==> src/rtl/wdt_pkg.sv <==
package wdt_pkg;

    // tick source encoding, used as an index into the source vector
    typedef enum logic [1:0] {
        SRC_BUS = 2'd0,
        SRC_1K  = 2'd1,
        SRC_32K = 2'd2,
        SRC_EXT = 2'd3
    } wdt_src_e;

    typedef enum logic [1:0] {
        ST_RUN  = 2'd0,
        ST_IRQ  = 2'd1,
        ST_TRIP = 2'd2
    } wdt_state_e;

    typedef struct packed {
        logic ok;   // valid pair completed this cycle
        logic bad;  // wrong or late second word
    } key_res_t;

    localparam logic [15:0] KEY_FIRST  = 16'h02A6;
    localparam logic [15:0] KEY_SECOND = 16'h80B4;

    function automatic logic too_early(input logic win_en,
                                       input logic [15:0] cnt,
                                       input logic [15:0] win);
        return win_en && (cnt < win);
    endfunction

endpackage

==> src/rtl/wdt_tick_sel.sv <==
module wdt_tick_sel #(
    parameter int PRE_W = 8
) (
    input  logic       clk,
    input  logic       rst,
    input  logic       clr,
    input  logic       run,
    input  logic [1:0] sel,
    input  logic       pre_en,
    input  logic       tick_1k,
    input  logic       tick_32k,
    input  logic       tick_ext,
    output logic       adv
);
    logic [3:0] src;
    logic       tick;

    assign src  = {tick_ext, tick_32k, tick_1k, 1'b1};
    assign tick = run && src[sel];

    generate
        if (PRE_W > 0) begin : g_pre
            logic [PRE_W-1:0] pre;

            always_ff @(posedge clk) begin
                if (rst || clr)
                    pre <= '0;
                else if (tick && pre_en)
                    pre <= pre + 1'b1;
            end

            assign adv = tick && (!pre_en || (&pre));


            pre_step_chk: assert property (@(posedge clk) disable iff (rst)
                (tick && pre_en && !clr) |=> (pre == $past(pre) + 1'b1));
        end else begin : g_nopre
            assign adv = tick;
        end
    endgenerate

endmodule

==> src/rtl/wdt_count.sv <==
module wdt_count #(
    parameter int W = 16
) (
    input  logic         clk,
    input  logic         rst,
    input  logic         clr,
    input  logic         adv,
    input  logic [W-1:0] limit,
    output logic [W-1:0] cnt,
    output logic         hit
);
    assign hit = (cnt == limit);

    always_ff @(posedge clk) begin
        if (rst || clr)
            cnt <= '0;
        else if (adv && !hit)
            cnt <= cnt + 1'b1;
    end


    cnt_clear_chk: assert property (@(posedge clk) disable iff (rst)
        clr |=> (cnt == '0));


    cnt_step_chk: assert property (@(posedge clk) disable iff (rst)
        (!clr && adv && !hit) |=> (cnt == $past(cnt) + 1'b1));

endmodule

==> src/rtl/wdt_key.sv <==
module wdt_key #(
    parameter int          KEY_W   = 16,
    parameter int          KEY_GAP = 16,
    parameter logic [15:0] KEY_A   = 16'h02A6,
    parameter logic [15:0] KEY_B   = 16'h80B4
) (
    input  logic              clk,
    input  logic              rst,
    input  logic              en,
    input  logic              stb,
    input  logic [KEY_W-1:0]  data,
    output wdt_pkg::key_res_t res
);
    localparam int             GAP_W = (KEY_GAP > 1) ? $clog2(KEY_GAP) : 1;
    localparam logic [GAP_W-1:0] LAST = GAP_W'(KEY_GAP - 1);

    logic             armed;
    logic [GAP_W-1:0] gap;

    always_comb begin
        res = '0;
        if (en && armed) begin
            if (stb) begin
                if (data == KEY_W'(KEY_B)) res.ok  = 1'b1;
                else                       res.bad = 1'b1;
            end else if (gap == LAST) begin
                res.bad = 1'b1;
            end
        end
    end

    always_ff @(posedge clk) begin
        if (rst || !en) begin
            armed <= 1'b0;
            gap   <= '0;
        end else if (armed) begin
            if (stb || gap == LAST) armed <= 1'b0;
            else                    gap   <= gap + 1'b1;
        end else if (stb && data == KEY_W'(KEY_A)) begin
            armed <= 1'b1;
            gap   <= '0;
        end
    end


    key_done_chk: assert property (@(posedge clk) disable iff (rst)
        res.ok |=> !armed);


    key_wait_chk: assert property (@(posedge clk) disable iff (rst)
        (en && armed && !stb && gap != LAST) |=> armed);

endmodule

==> src/rtl/wdt_keyed.sv <==
module wdt_keyed #(
    parameter int TMR_W     = 16,
    parameter int PRE_W     = 8,
    parameter int KEY_W     = 16,
    parameter int KEY_GAP   = 16,
    parameter int IRQ_DELAY = 128
) (
    input  logic             clk,
    input  logic             rst,
    input  logic             cfg_enable,
    input  logic [1:0]       cfg_src,
    input  logic             cfg_prescale,
    input  logic             cfg_irq_en,
    input  logic             cfg_window_en,
    input  logic [TMR_W-1:0] cfg_timeout,
    input  logic [TMR_W-1:0] cfg_window,
    input  logic             tick_1k,
    input  logic             tick_32k,
    input  logic             tick_ext,
    input  logic             wr_stb,
    input  logic [KEY_W-1:0] wr_data,
    output logic             wd_irq,
    output logic             wd_reset
);
    import wdt_pkg::*;

    localparam int               DLY_W  = $clog2(IRQ_DELAY);
    localparam logic [DLY_W-1:0] DLY_END = DLY_W'(IRQ_DELAY - 1);

    wdt_state_e       state;
    logic [DLY_W-1:0] dly;
    logic [TMR_W-1:0] cnt;
    key_res_t         kres;
    logic             run, adv, hit, early, good_ref, clr;
    logic             expire, trip_now, irq_go;

    assign run      = cfg_enable && (state == ST_RUN);
    assign early    = kres.ok && (cnt < cfg_window) && cfg_window_en;
    assign good_ref = kres.ok && !early;
    assign clr      = good_ref || !cfg_enable;
    assign expire   = run && hit && !good_ref;
    assign trip_now = run && (kres.bad || early || (expire && !cfg_irq_en));
    assign irq_go   = expire && cfg_irq_en && !kres.bad && !early;

    wdt_key #(
        .KEY_W(KEY_W), .KEY_GAP(KEY_GAP),
        .KEY_A(KEY_FIRST), .KEY_B(KEY_SECOND)
    ) u_key (
        .clk(clk), .rst(rst), .en(run),
        .stb(wr_stb), .data(wr_data), .res(kres)
    );

    wdt_tick_sel #(.PRE_W(PRE_W)) u_tick (
        .clk(clk), .rst(rst), .clr(clr), .run(run),
        .sel(cfg_src), .pre_en(cfg_prescale),
        .tick_1k(tick_1k), .tick_32k(tick_32k), .tick_ext(tick_ext),
        .adv(adv)
    );

    wdt_count #(.W(TMR_W)) u_cnt (
        .clk(clk), .rst(rst), .clr(clr), .adv(adv),
        .limit(cfg_timeout), .cnt(cnt), .hit(hit)
    );

    always_ff @(posedge clk) begin
        if (rst) begin
            state    <= ST_RUN;
            dly      <= '0;
            wd_irq   <= 1'b0;
            wd_reset <= 1'b0;
        end else begin
            wd_reset <= 1'b0;
            case (state)
                ST_RUN: begin
                    if (trip_now) begin
                        state    <= ST_TRIP;
                        wd_reset <= 1'b1;
                    end else if (irq_go) begin
                        state  <= ST_IRQ;
                        wd_irq <= 1'b1;
                        dly    <= '0;
                    end
                end
                ST_IRQ: begin
                    dly <= dly + 1'b1;
                    if (dly == DLY_END) begin
                        state    <= ST_TRIP;
                        wd_reset <= 1'b1;
                    end
                end
                default: state <= ST_TRIP;
            endcase
        end
    end


    rst_pulse_chk: assert property (@(posedge clk) disable iff (rst)
        wd_reset |=> !wd_reset);


    irq_hold_chk: assert property (@(posedge clk) disable iff (rst)
        wd_irq |=> wd_irq);


    irq_first_chk: assert property (@(posedge clk) disable iff (rst)
        $rose(wd_irq) |-> !wd_reset);


    off_quiet_chk: assert property (@(posedge clk) disable iff (rst)
        (!cfg_enable && state == ST_RUN) |=> !wd_reset);


    trip_hold_chk: assert property (@(posedge clk) disable iff (rst)
        (state == ST_TRIP) |=> (state == ST_TRIP && !wd_reset));

endmodule

==> config.mk <==
export PLATFORM = sky130hd
export DESIGN_NAME = wdt_keyed
export DESIGN_NICKNAME = d
export VERILOG_FILES = /design/src/rtl/wdt_pkg.sv /design/src/rtl/wdt_tick_sel.sv /design/src/rtl/wdt_count.sv /design/src/rtl/wdt_key.sv /design/src/rtl/wdt_keyed.sv
export SDC_FILE = /design/constraint.sdc
export NUM_CORES = 1
export LEC_CHECK = 0
export ABC_AREA = 1
export BUFFER_PORTS_ARGS = -buffer_cell sky130_fd_sc_hd__buf_2
export CORE_UTILIZATION = 55
export DETAILED_ROUTE_END_ITERATION = 8
export PLACE_DENSITY_LB_ADDON = 0.08
export SLEW_MARGIN = 10
export SYNTH_ARGS = -nofsm -noshare
export SYNTH_HDL_FRONTEND = slang
export SYNTH_SLANG_ARGS = --single-unit
==> constraint.sdc <==
create_clock -name clk -period 2.6 [get_ports clk]
set_input_delay 0.52 -clock clk [delete_from_list [all_inputs] [get_ports clk]]
set_output_delay 0.52 -clock clk [all_outputs]
set_load 0.02 [all_outputs]
==> results.sh, run 1 <==
export IMPL_drt_total_wl_um=5805
export IMPL_grtUsageTotal=0.2396
export IMPL_grt_max_degree=17
export IMPL_route_met2_wl_um=2594
export IMPL_start_util=0.5799
export IMPL_post_cts_setup_buffers=0
export IMPL_async_reset_ff_frac=0
export IMPL_drive_gt1_frac=0.2293
export IMPL_hold_path_end="u_key.gap[1]"
export IMPL_port_buffers=61
export IMPL_arrival_ns=2.31
export IMPL_fill_cells=450
export IMPL_drc_errors=0
export IMPL_coreArea_um2=4786
export IMPL_synth_edf_count=0
export IMPL_wire_per_inst_um=10.79
export IMPL_drt_initial_drc_count=96
export IMPL_intPower_mw=0.8638
export IMPL_cp_top_family="simple AND/OR/NAND/NOR gates"
export IMPL_antennaDiodeCount=0
export IMPL_peakVddDrop_mv=0.3322
export IMPL_antenna_left=0
export IMPL_overflow=0
export IMPL_placementRows=25
export IMPL_insertion_delay_ns=0.29
export IMPL_gp_congestion=0.8091
export IMPL_synth_most_common_cell="nand2_1"
export IMPL_dr_pass1_iters=4
export IMPL_worstPathMaxFanout=16
export IMPL_skew_ns=0.002900
export IMPL_fin_crit_ns=2.079
export IMPL_timing_final_max_slew_violations=0
export IMPL_holdPathStages=2
export IMPL_syn_area_per_cell_um2=6.886
export IMPL_vias=2668
export IMPL_path_cells="ha_1, nand2_1, a21oi_1, o21ai_0, nand2_1, nor2_2, nand2_2, nand2_2, nand3_4, inv_2, o21ai_1, a21oi_1"
export IMPL_cts_buffers=5
export IMPL_required_ns=2.83
export IMPL_p_sw_mw=0.2924
export IMPL_cp_startpoint="u_cnt.cnt[10]"
export IMPL_first_global_vias=2415
export IMPL_worst_pin_slew_ns=0.4095
export IMPL_antenna_found_initial=0
export IMPL_ios=62
export IMPL_syn_nets=482
export IMPL_hold_path_class="flip-flop to flip-flop"
export IMPL_grt_pass1_wl_um=10070
export IMPL_rr_worst_depth=12
export IMPL_area_growth_pct=17.13
export IMPL_p_seq_frac=0.531
export IMPL_wl_met1_um=2866
export IMPL_cp_end_kind="flip-flop"
export IMPL_fp_dieW_um=73.04
export IMPL_seq_area_frac_synth=0.2885
export IMPL_r2r_start="u_cnt.cnt[10]"
export IMPL_wl_met3_um=274
export IMPL_synth_top_area_frac=0.2885
export IMPL_synth_largest_area_cell="dfxtp_1"
export IMPL_synth_distinct_cells=40
export IMPL_combPwrFrac=0.114
export IMPL_cpPeakStageDelay_ns=0.46
export IMPL_reg2reg_to="u_cnt.cnt[4]"
export IMPL_max_slew_margin_rel=0.7245
export IMPL_cts_max_level=2
export IMPL_yosys_warnings=0
export IMPL_yosys_top_cells_area="dfxtp_1 29%, nand2_1 12%, inv_1 8.8%"
export IMPL_grt_setup_unrepaired="false"
export IMPL_fin_crit_sh=0.7995
export IMPL_setup_slack_ns=0.5213
export IMPL_switching_share=0.2529
export IMPL_status="finished, final reports clean"
export IMPL_dp_slack_ns=0.3233
export IMPL_regToRegSetupSlack_ns=0.52
export IMPL_worstHoldStart="u_key.gap[1]"
export IMPL_cts_buffer_depth=2
export IMPL_synthTopCellsByCount="92 x nand2_1, 65 x inv_1, 40 x dfxtp_1"
export IMPL_clockRootBuffer="clkbuf_8"
export IMPL_dp_hpwl_um=4677
export IMPL_totalNegativeSetupSlack_ns=0
export IMPL_power_leakage_nw=1.517
export IMPL_finalHoldViolations=0
export IMPL_critPathBufInv=1
export IMPL_max_clock_freq_mhz=481.1
export IMPL_cts_resized=0
export IMPL_p_total_mw=1.156
export IMPL_maxCapViolCount=0
export IMPL_drt_vias_per_instance=4.959
export IMPL_nets=549
export IMPL_critPathSlowestCell="dfxtp_1"
export IMPL_dieArea_um2=5334
export IMPL_synthCells=403
export IMPL_hold_buffers=0
export IMPL_cp_start_kind="flip-flop"
export IMPL_die_y_um=73.04
export IMPL_powerDensity_nw_per_um2=355.7
export IMPL_clk_pin_slew_ns=0.08
export IMPL_netlist_area_um2=2775
export IMPL_p_clk_frac=0.355
export IMPL_setup_viol=0
export IMPL_synth_ff_type="dfxtp_1"
export IMPL_tritoncts="yes"
export IMPL_highest_layer="met4"
export IMPL_worstSetupPathType="flip-flop to flip-flop"
export IMPL_cts_sinks=40
export IMPL_ys_ff_latch=40
## metrics by stage
step	instance area, um^2	util	instances	hold slack, ns
finish	3251	0.6792	538	0.4838
global route	3251	0.6792	538	0.5125
CTS	3251	0.6792	538	0.4882
detailed placement	3163	0.6609	530	0.4731
global placement	3163	0.6609	530	0.4648
floorplan	2775	-	403	0.4533
## cells in the final DEF, fill, tap and decap left out, types with 2 or more instances in the layout
cell type,count
o21ai_1,5
or2_2,7
nand2_2,7
a21oi_1,30
xor2_1,6
inv_1,65
clkinv_2,2
nor4_1,4
nor2_1,35
o21ai_0,4
dfxtp_1,40
nand4_1,12
nor3_1,6
nand2_1,92
buf_2,61
ha_1,19
nor2_4,3
clkbuf_8,5
inv_2,4
nor2_2,6
nor3b_1,3
xnor2_1,18
nand3_1,17
## cells by family after synthesis
group                    count (synthesis)  synth area share
buffers and inverters                   71           0.09648
adder cells (fa/ha/maj)                 19           0.08566
XOR/XNOR                                24           0.07574
AND/OR/NAND/NOR                        202            0.3593
AO/OA/AOI/OAI                           47           0.09423
flip-flops                              40            0.2885
## worst register-to-register path, cell delays in order, from the launching register on
cell and delay (ns):
dfxtp_1 0.46, ha_1 0.28, nand2_1 0.10, a21oi_1 0.05, o21ai_0 0.15, nand2_1 0.08
nor2_2 0.14, nand2_2 0.08, nand2_2 0.08, nand3_4 0.17, inv_2 0.20, o21ai_1 0.09
a21oi_1 0.11
## worst max path at each step
stage / end / slack, ns / cells past startpoint
4_1_cts: u_cnt.cnt[4] / 0.51 / 12
3_5_place_dp: u_cnt.cnt[4] / 0.32 / 13
2_1_floorplan: dly[3] / 0.60 / 13
5_1_grt: u_cnt.cnt[9] / 0.24 / 12
3_3_place_gp: u_cnt.cnt[9] / 0.39 / 13
6_report: u_cnt.cnt[4] / 0.52 / 12
## sequential cells by signal, summed over array words and instances (netlist names)
signal,count
u_cnt.cnt,16
u_tick.g_pre.pre,8
dly,7
u_key.gap,4
state,2
u_key.armed,1
wd_irq,1
wd_reset,1
## power groups by stage
stage          registers, mW  logic [mW]  clock network (mW)
2_1_floorplan          0.628      0.0722                   0
3_3_place_gp           0.629       0.128                   0
3_5_place_dp           0.629       0.133                   0
4_1_cts                0.614       0.134               0.423
5_1_grt                0.614       0.150               0.448
6_report               0.614       0.132               0.410
## cell type report
class | instances | area (um^2) | area share
clock inverter | 3 | 18.77 | 0.005774
multi-input combinational | 292 | 1707 | 0.5250
inverter | 69 | 259.0 | 0.07968
tap | 67 | 83.83 | 0.02579
sequential | 40 | 800.8 | 0.2463
clock buffer | 5 | 68.82 | 0.02117
timing repair buffer | 62 | 312.8 | 0.09623
## metal layers
metal,vias up,global-route usage
met4,0,0.07190
met3,7,0.03867
met2,65,0.3971
met1,1179,0.3193
met5,-,0
li1,1417,-
Note: power is estimated with default switching activity, not from simulation.
==> inputs of run 2 (changes only) <==
ABC_AREA = 0   (was 1)
CORE_UTILIZATION = 48   (was 55)
clock period = 1.7 ns   (was 2.6 ns; I/O delays follow)
==> results.sh, run 2 <==
export IMPL_route_met2_wl_um=3452
export IMPL_cts_sinks=40
export IMPL_antenna_found_initial=0
export IMPL_setup_viol=35
export IMPL_ys_ff_latch=40
export IMPL_layout_cells_most_common_list="61 x buf_2, 61 x buf_4, 47 x nor2_1, 26 x dfxtp_1, 22 x inv_1"
export IMPL_start_util=0.4958
export IMPL_power_leakage_nw=1.722
export IMPL_yosys_area_share_simple=0.2826
export IMPL_maxCapViolCount=0
export IMPL_highest_layer="met4"
export IMPL_worstSetupPathType="flip-flop to flip-flop"
export IMPL_dpl_instance_area_um2=3436
export IMPL_intPower_mw=1.420
export IMPL_netlist_area_um2=2532
export IMPL_fin_crit_sh=1.314
export IMPL_synth_ff_type="dfxtp_1"
export IMPL_overflow=0
export IMPL_synth_mux_area_frac=0.007905
export IMPL_cp_start_kind="flip-flop"
export IMPL_cp_end_kind="flip-flop"
export IMPL_skew_ns=0.005400
export IMPL_design_area_um2=3959
export IMPL_setup_slack_ns=-0.5331
export IMPL_drt_total_wl_um=6683
export IMPL_post_route_util=0.7751
export IMPL_synth_top_family_by_area="simple AND/OR/NAND/NOR gates"
export IMPL_synth_largest_area_cell="dfxtp_1"
export IMPL_synthTopCellsByCount="48 x nor2_1, 40 x dfxtp_1, 22 x inv_1, 22 x xor2_1, 21 x nand2_1"
export IMPL_seq_area_frac_synth=0.3162
export IMPL_worstPathMaxFanout=5
export IMPL_required_ns=1.93
export IMPL_area_growth_pct=56.32
export IMPL_wl_met3_um=218
export IMPL_combPwrFrac=0.152
export IMPL_arrival_ns=2.46
export IMPL_antenna_left=0
export IMPL_dr_pass1_iters=4
export IMPL_dp_hpwl_um=4760
export IMPL_vias=2622
export IMPL_yosys_top_cells_area="dfxtp_1 32%, ha_1 9.4%, xor2_1 7.6%"
export IMPL_max_clock_freq_mhz=447.8
export IMPL_insertion_delay_ns=0.29
export IMPL_grt_setup_unrepaired="true"
export IMPL_cts_buffer_depth=2
export IMPL_syn_nets=389
export IMPL_synth_distinct_cells=52
export IMPL_drive_gt1_frac=0.4537
export IMPL_drt_initial_drc_count=50
export IMPL_p_seq_frac=0.490
export IMPL_die_y_um=74.64
export IMPL_dieArea_um2=5570
export IMPL_synth_compound_area_share=0.1235
export IMPL_synth_most_common_cell="nor2_1"
export IMPL_grtUsageTotal=0.2446
export IMPL_placementRows=26
export IMPL_hold_worst_slack_ns=0.3157
export IMPL_yosys_area_share_adder=0.09387
export IMPL_grt_pass1_wl_um=10450
export IMPL_grt_max_degree=14
export IMPL_largest_reg_flops=16
export IMPL_p_sw_mw=0.4887
export IMPL_failed_checks="setup timing"
export IMPL_p_clk_frac=0.358
export IMPL_final_cells=513
export IMPL_ios=62
export IMPL_clockRootBuffer="clkbuf_8"
export IMPL_clk_pin_slew_ns=0.08
export IMPL_peakVddDrop_mv=0.3116
export IMPL_cts_max_level=2
export IMPL_drc_errors=0
export IMPL_coreArea_um2=5107
export IMPL_largest_register="u_cnt.cnt"
export IMPL_hold_path_class="primary input to flip-flop"
export IMPL_synth_xor_area_share=0.1349
export IMPL_wl_met1_um=2883
export IMPL_async_reset_ff_frac=0
export IMPL_status="finished, violations left"
export IMPL_fin_crit_ns=2.233
export IMPL_worst_pin_slew_ns=0.3364
export IMPL_timing_final_max_slew_violations=0
export IMPL_dp_slack_ns=-0.6412
export IMPL_yosys_warnings=0
export IMPL_nets=521
export IMPL_top_regs="u_cnt.cnt x16, u_tick.g_pre.pre x8, dly x7"
export IMPL_antennaDiodeCount=0
export IMPL_dp_cells=496
export IMPL_gp_congestion=0.7979
export IMPL_syn_area_per_cell_um2=8.169
export IMPL_max_slew_margin_rel=0.7750
export IMPL_first_global_vias=2524
export IMPL_switching_share=0.2560
export IMPL_powerDensity_nw_per_um2=482.2
export IMPL_p_total_mw=1.909
export IMPL_drt_vias_per_instance=5.111
export IMPL_fp_dieW_um=74.64
export IMPL_synth_edf_count=0
export IMPL_finalHoldViolations=0
export IMPL_port_buffers=61
export IMPL_synthCells=310
export IMPL_tritoncts="yes"
export IMPL_wire_per_inst_um=13.03
export IMPL_fill_cells=365
export IMPL_totalNegativeSetupSlack_ns=-13.19
export IMPL_cts_buffers=5
export IMPL_synth_top_area_frac=0.3162
## run 2: cell count changes in the layout (fill, tap and decap cells not counted), moves of 6 or more
cell,delta
nor2_1,+12
inv_1,-43
nand2_1,-73
nor2_2,-6
xor2_1,+11
buf_4,+60
dfxtp_2,+12
nand4_1,-9
a21oi_1,-19
or2_2,-7
dfxtp_1,-14
## run 2: what timing repair did
item | CTS | global route
hold buffers | 0 | 0
pin swaps | 14 | 24
cloned | 3 | 0
endpoints found under the hold margin | 0 | 0
resized for setup | 45 | 22
buffers inserted | 5 | 2
setup endpoints to repair | 35 | 36
## run 2: cell type report
cell class / instances / area, um^2 / area share
Sequential cell: 40 / 823.3 / 0.2080
Clock buffer: 6 / 82.58 / 0.02086
Inverter: 22 / 82.58 / 0.02086
Tap cell: 70 / 87.58 / 0.02212
Clock inverter: 2 / 15.01 / 0.003793
Multi-Input combinational cell: 243 / 1963 / 0.4959
Timing Repair Buffer: 130 / 904.6 / 0.2285
## run 2: power by group through the flow
stage	Clock, mW	Sequential, mW	Combinational (mW)
finish	0.683	0.935	0.290
global route	0.748	0.936	0.316
global placement	0	0.961	0.217
floorplan	0	0.961	0.108
detailed placement	0	0.961	0.222
CTS	0.704	0.937	0.269
## run 2: path summary, 6_finish.rpt
kind | to | slack (ns) | from | depth (start not counted)
max | dly[5] | -0.53 | u_cnt.cnt[8] | 8
min | state[0] | 0.32 | rst | 2
max reg2reg | dly[5] | -0.53 | u_cnt.cnt[8] | 8
min reg2reg | wd_irq | 0.46 | wd_irq | 2
## run 2: logic make-up (layout without fill, tap and decap cells)
| group | Yosys count | in the layout |
|---|---|---|
| AND/OR/NAND/NOR | 135 | 135 |
| AO/OA/AOI/OAI | 48 | 48 |
| flip-flops | 40 | 40 |
| XOR/XNOR | 39 | 39 |
| buffers and inverters | 27 | 160 |
| adder cells (fa/ha/maj) | 19 | 19 |
| multiplexers | 2 | 2 |
## run 2: worst max-delay path: stages, from the launching register on
cell and delay [ns]:
dfxtp_2 0.35, xor2_2 0.19, nor4_4 0.32, nand4_4 0.17, nor4b_4 0.31, a221oi_2 0.11, buf_4 0.17, or4_1 0.39
a21oi_1 0.14
## run 2: per-layer routing
layer / up-vias / track usage
met5: - / 0
met4: 0 / 0.06709
met3: 12 / 0.04418
met2: 61 / 0.4585
met1: 1208 / 0.2838
li1: 1341 / -
==> inputs of run 3 (changes only) <==
ABC_CLOCK_PERIOD_IN_PS = 2720   (was default)
CORE_UTILIZATION = 58   (was 48)
clock period = 2.72 ns   (was 1.7 ns; I/O delays follow)
==> results.sh, run 3 (synthesis gave the netlist of run 2 again) <==
export IMPL_status="finished, final reports clean"
export IMPL_area_growth_pct=20.21
export IMPL_drc_errors=0
export IMPL_finalHoldViolations=0
export IMPL_totalNegativeSetupSlack_ns=0
export IMPL_cts_sinks=40
export IMPL_cts_buffers=5
export IMPL_dr_pass1_iters=5
export IMPL_layout_cells_most_common_list="61 x buf_2, 48 x nor2_1, 40 x dfxtp_1, 22 x inv_1, 22 x xor2_1"
export IMPL_insertion_delay_ns=0.30
export IMPL_top_regs="u_cnt.cnt x16, u_tick.g_pre.pre x8, dly x7"
export IMPL_r2r_start="u_cnt.cnt[2]"
export IMPL_hold_buffers=0
export IMPL_powerDensity_nw_per_um2=388.8
export IMPL_arrival_ns=2.59
export IMPL_cts_buffer_depth=2
export IMPL_dieArea_um2=4634
export IMPL_cts_resized=0
export IMPL_crit_cells=8
export IMPL_gp_congestion=0.8046
export IMPL_post_cts_setup_buffers=0
export IMPL_ios=62
export IMPL_largest_reg_flops=16
export IMPL_regToRegSetupSlack_ns=0.36
export IMPL_die_y_um=68.08
export IMPL_p_seq_frac=0.497
export IMPL_required_ns=2.95
export IMPL_start_util=0.6197
export IMPL_grt_setup_unrepaired="false"
export IMPL_combPwrFrac=0.101
export IMPL_worst_pin_slew_ns=0.4323
export IMPL_grt_max_degree=25
export IMPL_coreArea_um2=4086
export IMPL_timing_final_max_slew_violations=0
export IMPL_final_common_cell="buf_2"
export IMPL_overflow=0
export IMPL_tritoncts="yes"
export IMPL_p_total_mw=1.184
export IMPL_drt_total_wl_um=5357
export IMPL_drt_vias_per_instance=5.416
export IMPL_first_global_vias=2064
export IMPL_grt_pass1_wl_um=8569
export IMPL_fp_dieW_um=68.08
export IMPL_clk_pin_slew_ns=0.08
export IMPL_reg2reg_to="dly[5]"
export IMPL_cpPeakStageDelay_ns=0.46
export IMPL_setup_viol=0
export IMPL_switching_share=0.2229
export IMPL_drt_initial_drc_count=100
export IMPL_p_clk_frac=0.402
export IMPL_cp_top_family="simple AND/OR/NAND/NOR gates"
export IMPL_hold_path_class="flip-flop to flip-flop"
export IMPL_grtUsageTotal=0.2487
export IMPL_max_clock_freq_mhz=423.6
export IMPL_dp_hpwl_um=4225
export IMPL_maxCapViolCount=0
export IMPL_clockRootBuffer="clkbuf_8"
export IMPL_largest_register="u_cnt.cnt"
export IMPL_cp_end_kind="flip-flop"
export IMPL_cts_max_level=2
export IMPL_crit_path_end="dly[5]"
export IMPL_worstSetupPathType="flip-flop to flip-flop"
export IMPL_worstPathMaxFanout=11
export IMPL_fin_crit_ns=2.361
export IMPL_antenna_left=0
export IMPL_antennaDiodeCount=0
export IMPL_nets=458
export IMPL_cp_startpoint="u_cnt.cnt[2]"
export IMPL_drive_gt1_frac=0.2211
export IMPL_port_buffers=61
export IMPL_path_cells="xor2_1, nor4_2, nand4_2, nor4b_1, a221oi_1, buf_4, or4_1, a21oi_1"
export IMPL_cp_start_kind="flip-flop"
export IMPL_intPower_mw=0.9198
export IMPL_rr_worst_depth=8
export IMPL_peakVddDrop_mv=0.2719
export IMPL_vias=2329
export IMPL_fin_crit_sh=0.8678
export IMPL_critPathBufInv=1
export IMPL_skew_ns=0.005939
export IMPL_power_leakage_nw=1.312
export IMPL_critPathSlowestCell="dfxtp_1"
export IMPL_wire_per_inst_um=12.46
export IMPL_placementRows=23
export IMPL_max_slew_margin_rel=0.7080
export IMPL_antenna_found_initial=0
export IMPL_p_sw_mw=0.2638
run 3: final cells by class:
cell class,instances,area [um^2]
multi-input cells,243,1628
repair buffers,67,362.8
well taps,50,62.56
flip-flops and latches,40,800.8
fillers,312,1042
clock buffers,6,72.57
inverters,22,82.58
clock inverters,2,35.03
run 3: stage by stage:
stage | instance area, um^2 | worst slack, ns | instances | utilization | hold slack, ns
3_3_place_gp | 2937 | 0.08468 | 422 | 0.7186 | 0.4326
4_1_cts | 3044 | 0.3453 | 430 | 0.7449 | 0.4525
6_report | 3044 | 0.3595 | 430 | 0.7449 | 0.4501
2_1_floorplan | 2532 | 0.4361 | 310 | - | 0.4488
3_5_place_dp | 2937 | 0.02854 | 422 | 0.7186 | 0.4400
5_1_grt | 3044 | 0.1336 | 430 | 0.7449 | 0.4823
run 3: worst register-to-register path, delay by kind of cell (launching register included):
kind | cells | cell delay [ns]
buf+inv | 1 | 0.18
compound gates | 2 | 0.27
flops | 1 | 0.46
xor+xnor | 1 | 0.14
simple gates | 4 | 1.25
run 3: how the worst min path moves through the flow:
stage,from,end,slack (ns),cells past startpoint
after floorplan,u_tick.g_pre.pre[1],u_tick.g_pre.pre[1],0.45,2
after global placement,wd_irq,wd_irq,0.43,2
after detailed placement,wd_irq,wd_irq,0.44,2
after CTS,wd_irq,wd_irq,0.45,2
after global routing,wd_irq,wd_irq,0.48,2
final,wd_irq,wd_irq,0.45,2
run 3: power by group through the flow:
stage,Sequential [mW],Clock [mW],Combinational (mW)
after floorplan,0.601,0,0.0578
after global placement,0.601,0,0.117
after detailed placement,0.601,0,0.120
after CTS,0.587,0.489,0.121
after global routing,0.588,0.514,0.133
final,0.588,0.476,0.120
run 3: routing by layer:
layer  global-route usage  share of wire
met3              0.05167          0.053
met2               0.4252           0.48
met1               0.2889           0.45
met5                    0              0
met4               0.1302          0.020
